[src/rtl/dq_pkg.sv]
package dq_pkg;
  localparam int REG_W  = 16;
  localparam int ADDR_W = 2 * REG_W;
  localparam int OFS_W  = 3;

  localparam logic [OFS_W-1:0] OFS_BASE_LO = 3'd0;
  localparam logic [OFS_W-1:0] OFS_BASE_HI = 3'd1;
  localparam logic [OFS_W-1:0] OFS_END     = 3'd2;
  localparam logic [OFS_W-1:0] OFS_WR_PTR  = 3'd3;
  localparam logic [OFS_W-1:0] OFS_RD_PTR  = 3'd4;
  localparam logic [OFS_W-1:0] OFS_FLUSH   = 3'd5;
  localparam logic [OFS_W-1:0] OFS_CTRL    = 3'd6;
  localparam logic [OFS_W-1:0] OFS_STATUS  = 3'd7;

  localparam int ST_EMPTY = 0;
  localparam int ST_FULL  = 1;
  localparam int ST_OVF   = 2;

  typedef struct packed {
    logic ldBaseLo;
    logic ldBaseHi;
    logic ldEnd;
    logic ldWrPtr;
    logic ldRdPtr;
    logic ldFlush;
    logic ldCtrl;
    logic clrOvf;
    logic advWrPtr;
    logic setOvf;
  } dqStrobe_t;
endpackage

[src/rtl/dq_ctrl.sv]
module dq_ctrl
  import dq_pkg::*;
(
  input  logic             regWe,
  input  logic [OFS_W-1:0] regAddr,
  input  logic [REG_W-1:0] regWdata,
  input  logic             dmaPush,
  input  logic             initEn,
  input  logic             full,
  output dqStrobe_t        strb,
  output logic             dmaAck,
  output logic             dmaOvf
);
  logic pushLive;

  always_comb begin
    pushLive = dmaPush && !initEn;
    dmaAck   = pushLive && !full;
    dmaOvf   = pushLive && full;
  end

  always_comb begin
    strb          = '0;
    strb.advWrPtr = dmaAck;
    strb.setOvf   = dmaOvf;
    if (regWe) begin
      unique case (regAddr)
        OFS_BASE_LO: strb.ldBaseLo = 1'b1;
        OFS_BASE_HI: strb.ldBaseHi = 1'b1;
        OFS_END:     strb.ldEnd    = 1'b1;
        OFS_WR_PTR:  strb.ldWrPtr  = initEn;
        OFS_RD_PTR:  strb.ldRdPtr  = 1'b1;
        OFS_FLUSH:   strb.ldFlush  = 1'b1;
        OFS_CTRL:    strb.ldCtrl   = 1'b1;
        OFS_STATUS:  strb.clrOvf   = regWdata[ST_OVF];
        default:     strb          = strb;
      endcase
    end
  end
endmodule

[src/rtl/dq_datapath.sv]
module dq_datapath
  import dq_pkg::*;
(
  input  logic              clk,
  input  logic              rstN,
  input  dqStrobe_t         strb,
  input  logic [OFS_W-1:0]  regAddr,
  input  logic [REG_W-1:0]  regWdata,
  output logic [REG_W-1:0]  regRdata,
  output logic [ADDR_W-1:0] dmaAddr,
  output logic [ADDR_W-1:0] qEndAddr,
  output logic              qEmpty,
  output logic              qFull,
  output logic [REG_W-1:0]  wrPtr,
  output logic [REG_W-1:0]  rdPtr,
  output logic [REG_W-1:0]  endIdx,
  output logic              initEn
);
  localparam int PAD_W = ADDR_W - REG_W - 2;

  logic [REG_W-1:0]  baseLo, baseHi, flushVal;
  logic              ovfSticky;
  logic [REG_W-1:0]  wrPtrNxt;
  logic [ADDR_W-1:0] baseAddr;

  always_ff @(posedge clk or negedge rstN) begin
    if (!rstN) begin
      baseLo    <= '0;
      baseHi    <= '0;
      endIdx    <= '0;
      wrPtr     <= '0;
      rdPtr     <= '0;
      flushVal  <= '0;
      initEn    <= 1'b0;
      ovfSticky <= 1'b0;
    end else begin
      if (strb.ldBaseLo) baseLo   <= regWdata;
      if (strb.ldBaseHi) baseHi   <= regWdata;
      if (strb.ldEnd)    endIdx   <= regWdata;
      if (strb.ldFlush)  flushVal <= regWdata;
      if (strb.ldCtrl)   initEn   <= regWdata[0];
      if (strb.ldRdPtr)  rdPtr    <= regWdata;
      if (strb.ldWrPtr)       wrPtr <= regWdata;
      else if (strb.advWrPtr) wrPtr <= wrPtrNxt;
      if (strb.setOvf)      ovfSticky <= 1'b1;
      else if (strb.clrOvf) ovfSticky <= 1'b0;
    end
  end

  always_comb begin
    wrPtrNxt = (wrPtr == endIdx) ? '0 : wrPtr + 1'b1;
    qEmpty   = (rdPtr == wrPtr);
    qFull    = (wrPtrNxt == rdPtr);
    baseAddr = {baseHi, baseLo};
    dmaAddr  = baseAddr + {{PAD_W{1'b0}}, wrPtr, 2'b00};
    qEndAddr = baseAddr + {{PAD_W{1'b0}}, endIdx, 2'b00};
  end

  always_comb begin
    regRdata = '0;
    unique case (regAddr)
      OFS_BASE_LO: regRdata = baseLo;
      OFS_BASE_HI: regRdata = baseHi;
      OFS_END:     regRdata = endIdx;
      OFS_WR_PTR:  regRdata = wrPtr;
      OFS_RD_PTR:  regRdata = rdPtr;
      OFS_FLUSH:   regRdata = flushVal;
      OFS_CTRL:    regRdata[0] = initEn;
      OFS_STATUS: begin
        regRdata[ST_EMPTY] = qEmpty;
        regRdata[ST_FULL]  = qFull;
        regRdata[ST_OVF]   = ovfSticky;
      end
      default:     regRdata = '0;
    endcase
  end
endmodule

[src/rtl/dq_ptr_mgr.sv]
module dq_ptr_mgr
  import dq_pkg::*;
(
  input  logic              clk,
  input  logic              rstN,
  input  logic              regWe,
  input  logic [OFS_W-1:0]  regAddr,
  input  logic [REG_W-1:0]  regWdata,
  output logic [REG_W-1:0]  regRdata,
  input  logic              dmaPush,
  output logic              dmaAck,
  output logic              dmaOvf,
  output logic [ADDR_W-1:0] dmaAddr,
  output logic [ADDR_W-1:0] qEndAddr,
  output logic              qEmpty,
  output logic              qFull
);
  dqStrobe_t        strb;
  logic [REG_W-1:0] wrPtr, rdPtr, endIdx;
  logic             initEn;

  dq_ctrl u_ctrl (
    .regWe(regWe), .regAddr(regAddr), .regWdata(regWdata),
    .dmaPush(dmaPush), .initEn(initEn), .full(qFull),
    .strb(strb), .dmaAck(dmaAck), .dmaOvf(dmaOvf)
  );

  dq_datapath u_dp (
    .clk(clk), .rstN(rstN), .strb(strb), .regAddr(regAddr),
    .regWdata(regWdata), .regRdata(regRdata), .dmaAddr(dmaAddr),
    .qEndAddr(qEndAddr), .qEmpty(qEmpty), .qFull(qFull),
    .wrPtr(wrPtr), .rdPtr(rdPtr), .endIdx(endIdx), .initEn(initEn)
  );
endmodule

[config.mk]
export PLATFORM = sky130hd
export DESIGN_NAME = dq_ptr_mgr
export DESIGN_NICKNAME = d
export VERILOG_FILES = /design/src/rtl/dq_pkg.sv /design/src/rtl/dq_ctrl.sv /design/src/rtl/dq_datapath.sv /design/src/rtl/dq_ptr_mgr.sv
export SDC_FILE = /design/constraint.sdc
export NUM_CORES = 1
export LEC_CHECK = 0
export BUFFER_PORTS_ARGS = -buffer_cell sky130_fd_sc_hd__buf_2
export CAP_MARGIN = 40
export CORE_UTILIZATION = 45
export CTS_BUF_LIST = sky130_fd_sc_hd__clkbuf_8
export DETAILED_ROUTE_END_ITERATION = 10
export SLEW_MARGIN = 10
export SYNTH_ARGS = -nofsm -noshare
export SYNTH_HDL_FRONTEND = slang
export SYNTH_SLANG_ARGS = --single-unit
export TNS_END_PERCENT = 100
[constraint.sdc]
create_clock -name clk -period 4.05 [get_ports clk]
set_clock_uncertainty 0.05 [all_clocks]
set_input_delay 0.2025 -clock clk [delete_from_list [all_inputs] [get_ports clk]]
set_output_delay 0.2025 -clock clk [all_outputs]
set_load 0.02 [all_outputs]
==> Word level (Yosys, flattened, before mapping) <==
Index checks and enable logic that the tools add are counted.
{ "word_totals": {"rom_bits": 0, "ram_bits": 0, "ff_bits": 98, "word_cells": 46, "n_memories": 0, "out_inout_bits": 84, "inputBits": 23, "latch_bits": 0} }
{ "op_classes": {"n_mux": 17, "addsub": 3, "n_div": 0, "order_cmp": 0, "eq_ne": 10, "reduce_logical": 8, "mul": 0, "bitwise_logic": 0, "shifts": 0} }
{ "ops": {"columns": ["cell", "count"], "rows": [
  ["$pmux W13 S6", 1],
  ["$add A32 B18 Y32", 2],
  ["$eq A16 B16 Y1", 3],
  ["$mux W16", 3],
  ["$add A16 B1 Y16 const B", 1],
  ["$pmux W2 S7", 1],
  ["$eq A3 B3 Y1 const B", 4],
  ["$mux W1", 10],
  ["$mux W10", 1],
  ["$pmux W1 S8", 1],
  ["$eq A3 B2 Y1 const B", 2],
  ["$reduce_bool A2 Y1", 2],
  ["$eq A3 B1 Y1 const B", 1],
  ["$logic_and A1 B1 Y1", 3],
  ["$logic_not A3 Y1", 1],
  ["$logic_not A1 Y1", 2]
]} }

==> Logic depth before layout (Yosys ltp) <==
{ "depth": {"word_depth": 8, "depth_mapped": 12, "depth_no_buf": 12} }

==> Modules after synthesis <==
Synthesis repeated with hierarchy kept, for this count alone.
{ "unflattened": {"hier_cells": 888, "area_unflattened_um2": 8112.8} }
{ "by_module_without_submodules": {"columns": ["module", "cells_each", "instances", "seq_area_each_um2", "area_per_inst_um2"], "rows": [
  ["dq_datapath", 870, 1, 2452.4, 8003.9],
  ["dq_ctrl", 18, 1, 0.0, 108.9]
]} }

==> Least setup slack after synthesis <==
No wires, ideal clock.
{ "synth_path": {"path_kind": "flip-flop to output port", "startpoint": "register u_dp.wrPtr[1]", "endpoint": "output regRdata[1]", "path_buffers": 1, "path_stages_with_launch": 11, "slack_ps": 704, "arrival_ps": 3094, "t_required_ps": 3798, "path_cell_list": "dfrtp_1 buf_4 nand4_2 or4_4 or3_1 a2111o_1 o211ai_2 o211ai_4 nor2_1 a21oi_1 o22ai_1"} }
{ "synth_between": {"elab_chain_len": 4, "elab_cells_between_ends": 5, "cone_classes": "1 x add/sub; 2 x eq/ne; 2 x mux"} }
{ "synth_lines": {"columns": ["element", "line", "source"], "rows": [
  ["start: declaration", "dq_datapath.sv:14", "output logic [REG_W-1:0] wrPtr,"],
  ["start signal: assignment", "dq_datapath.sv:43", "if (strb.ldWrPtr) wrPtr <= regWdata;"],
  ["start signal: assignment", "dq_datapath.sv:44", "else if (strb.advWrPtr) wrPtr <= wrPtrNxt;"],
  ["$add A16 B1 Y16 or $eq A16 B16 Y1 (tied branches)", "dq_datapath.sv:51", "wrPtrNxt = (wrPtr == endIdx) ? '0 : wrPtr + 1'b1;"],
  ["$mux W16 *", "dq_datapath.sv:51", null],
  ["$eq A16 B16 Y1 *", "dq_datapath.sv:53", "qFull = (wrPtrNxt == rdPtr);"],
  ["net qFull", "dq_ptr_mgr.sv:16", "output logic qFull"],
  ["$pmux W2 S7 *", "dq_datapath.sv:61", "unique case (regAddr)"],
  ["end: declaration", "dq_ptr_mgr.sv:9", "output logic [REG_W-1:0] regRdata,"]
]} }
Mark *: on every way through the listed nets, which the timed path passes. The rest lies on a longest branch.

==> Worst setup path after layout <==
{ "layout_path": {"startpoint": "register u_dp.wrPtr[0]", "endpoint": "output regRdata[1]"} }
{ "layout_between": {"elab_chain_len": 4, "elab_cells_between_ends": 5, "cone_classes": "1 x add/sub; 2 x eq/ne; 2 x mux"} }
{ "layout_lines": {"columns": ["element", "line"], "rows": [
  ["$add A16 B1 Y16 or $eq A16 B16 Y1 (tied branches)", "dq_datapath.sv:51"],
  ["$mux W16 *", "dq_datapath.sv:51"],
  ["$eq A16 B16 Y1 *", "dq_datapath.sv:53"],
  ["$pmux W2 S7 *", "dq_datapath.sv:61"]
]} }
Mark *: on every way between the ends. The rest lies on a longest branch, timed or not.

==> reports/metrics.cfg <==
[timing]
max_freq_mhz=258.2
fin_crit_sh_pct=95.64
drv_slew=0
whs_ns=0.08291
slew_headroom_pct=38.88
fin_setup_tns_ns=0
setup_viol=0
hold_viol_final=0
tightest_slew_ns=0.9150
period_needed_ns=3.873
rsz0062_at_grt=false

[setup_path]
critPathKind=flop to output pin
worstPathMaxFanout=13
path_cells=nand4_2 > or4_4 > or3_1 > a2111o_1 > o211ai_2 > o211ai_4 > nor2_1 > buf_4 > a21oi_1 > o22ai_1 > buf_2
cpPeakStageDelay_ns=0.61
end_kind=output pin
cp.arrival_ns=3.62
critical-path-slowest-cell=or4_4
start_kind=flop
r2r_slack_ns=0.64
required_ns=3.80

[finish]
drive_above_1_share_pct=28.16
fin_nets=1001
antenna_cells=0
syn2layout_area_growth_pct=14.06
n_fill_cell=1599

[placement]
place_congestion=0.8777
io_buffers=106
hpwl_um=18860

[drt]
num_vias=6956
drc_errors=0
drtAntennaViolNets=0
wl_per_cell_um=21.15
wl_um=24710
vias_per_cell=5.955
first_iter_violations=491
drtPass1Iterations=5

[yosys]
synthCells=845
yosysTopAreaCell=dfrtp_1
synth_top_area_share_pct=31.28
synth_area_leaders=dfrtp_1, mux2_2, xnor2_1
syn_area_per_cell_sq_um=9.277
ys_ff_latch=98
ys_warn_count=0
ys_seq_area_share_pct=31.28
synth_ff_type=dfrtp_1
synthMostInstantiatedCell=dfrtp_1
synthTopCellsByCount=dfrtp_1, mux2_2, nor2_1
synth_area_sq_um=7839
synth_nets=903
synth_cell_types=71
synth_async_sr_flop_share_pct=100.0
synth_edf_count=0

[clock_network]
clk_pin_slew_ns=0.10
post_cts_buffers=0
clock_path_buffers=2
htreeDepth=3
cts-buffers-inserted=9
cts_sinks=98
clk_latency_ns=0.40
root_buffer=clkbuf_8
cts_tree=yes

[worst_hold_path]
hp-class=input pin to flop

[global_route]
grt_max_degree=55
track_usage_pct=28.21
grt_pass1_vias=6647
grt_overflow=0
antenna_found_initial=0
grt_pass1_wl_um=38250

[floorplan]
die_h_um=134.0
die_area_sq_um=17950
core_sq_um=16820
fp.dieW_um=134.0
start_util_pct=46.61
io_pins=107
placementRows=47

[pwr]
ir_drop_v=0.0003191
power.leakage_nw=3.977
pwr_density_cell_nw_per_um2=689.7

[status]
outcome=completed

[flow_run]
cap_violations=0

[registers in the layout, indices dropped and copies added (netlist names)]
| register | flops |
|---|---|
| u_dp.baseHi | 16 |
| u_dp.baseLo | 16 |
| u_dp.endIdx | 16 |
| u_dp.flushVal | 16 |
| u_dp.rdPtr | 16 |
| u_dp.wrPtr | 16 |
| u_dp.initEn | 1 |
| u_dp.ovfSticky | 1 |
[critical path: cells and delay by family (launching register included)]
family	cells	cell delay, ns
simple gates	4	1.43
compound gates	5	0.90
flops	1	0.55
buf+inv	2	0.35
[worst paths after layout]
kind	start	depth (start not counted)	endpoint
min reg2reg	u_dp.flushVal[10]	2	u_dp.flushVal[10]
max reg2reg	u_dp.wrPtr[0]	12	u_dp.wrPtr[7]
min	regWdata[9]	3	u_dp.wrPtr[9]
min in group asynchronous	rstN	2	u_dp.ovfSticky
max	u_dp.wrPtr[0]	11	regRdata[1]
max in group asynchronous	rstN	3	u_dp.baseHi[6]
[power by group]
group | internal, mW | total (mW) | leakage, nW | switching, mW
combinational | 1.59 | 3.80 | 2.71 | 2.22
clock | 0.234 | 0.630 | 0.0897 | 0.396
sequential | 1.23 | 1.74 | 1.18 | 0.505
[timing repair]
item,4_1_cts,5_1_grt
hold buffers,1,0
resized for setup,2,8
endpoints found under the setup margin,5,16
endpoints found under the hold margin,49,0
[stage by stage]
stage | instances | util [%] | setup WS [ns] | power, mW | area, sq um
6_report | 1168 | 53.16 | 0.1767 | 6.167 | 8941
2_1_floorplan | 845 | - | 0.7036 | 4.301 | 7839
3_5_place_dp | 1151 | 51.87 | 0.4029 | 5.491 | 8725
4_1_cts | 1168 | 53.04 | 0.01496 | 6.136 | 8920
5_1_grt | 1168 | 53.16 | 0.04097 | 6.584 | 8941
3_3_place_gp | 1150 | 51.71 | 0.4671 | 5.464 | 8697
[cell families after synthesis]
group	Yosys count	share of synthesized area [%]
AO/OA/AOI/OAI	185	15.88
XOR/XNOR	102	11.59
adder cells (fa/ha/maj)	35	5.778
buffers and inverters	79	4.421
flip-flops	98	31.28
multiplexers	105	15.23
AND/OR/NAND/NOR	241	15.82
[area by class of cell]
type                    instances  area (sq um)  share of cell area (%)
multi-input cells             668          5069                   56.69
flip-flops and latches         98          2456                   27.47
repair buffers                143         870.8                   9.740
well taps                     220         275.3                   3.079
clock buffers                   9         123.9                   1.385
inverters                      23         86.33                  0.9656
clock inverters                 7         60.06                  0.6717
[layer usage]
metal  share of wire, %  GRT usage (%)  wire length [um]  up-vias
met5                  0              0                 0        -
met3                4.8          2.646              1197       21
met2                 47          45.51             11540      240
met1                 47          39.90             11530     3439
li1                   -              -                 -     3256
met4                1.8          8.712               441        0
[layout by cell type (no fill, tap or decap), types with 6 or more instances in the layout]
| cell type | count |
|---|---|
| o21ai_1 | 6 |
| xnor2_1 | 58 |
| mux2_2 | 83 |
| mux2i_1 | 18 |
| and3_1 | 14 |
| a21o_1 | 13 |
| buf_2 | 105 |
| nor2_1 | 60 |
| xor2_1 | 43 |
| a21oi_1 | 43 |
| o21ai_0 | 32 |
| nand2b_1 | 12 |
| ha_1 | 32 |
| or3_1 | 6 |
| a22oi_1 | 14 |
| and2_1 | 6 |
| nand3_1 | 22 |
| nor4_1 | 6 |
| a22o_1 | 10 |
| clkbuf_8 | 9 |
| a31oi_1 | 18 |
| nor3_1 | 10 |
| inv_1 | 23 |
| nor2b_1 | 13 |
| nand2_1 | 51 |
| buf_4 | 33 |
| dfrtp_1 | 95 |
| nand4_1 | 12 |
No activity file was read; power rests on OpenSTA's default activity.
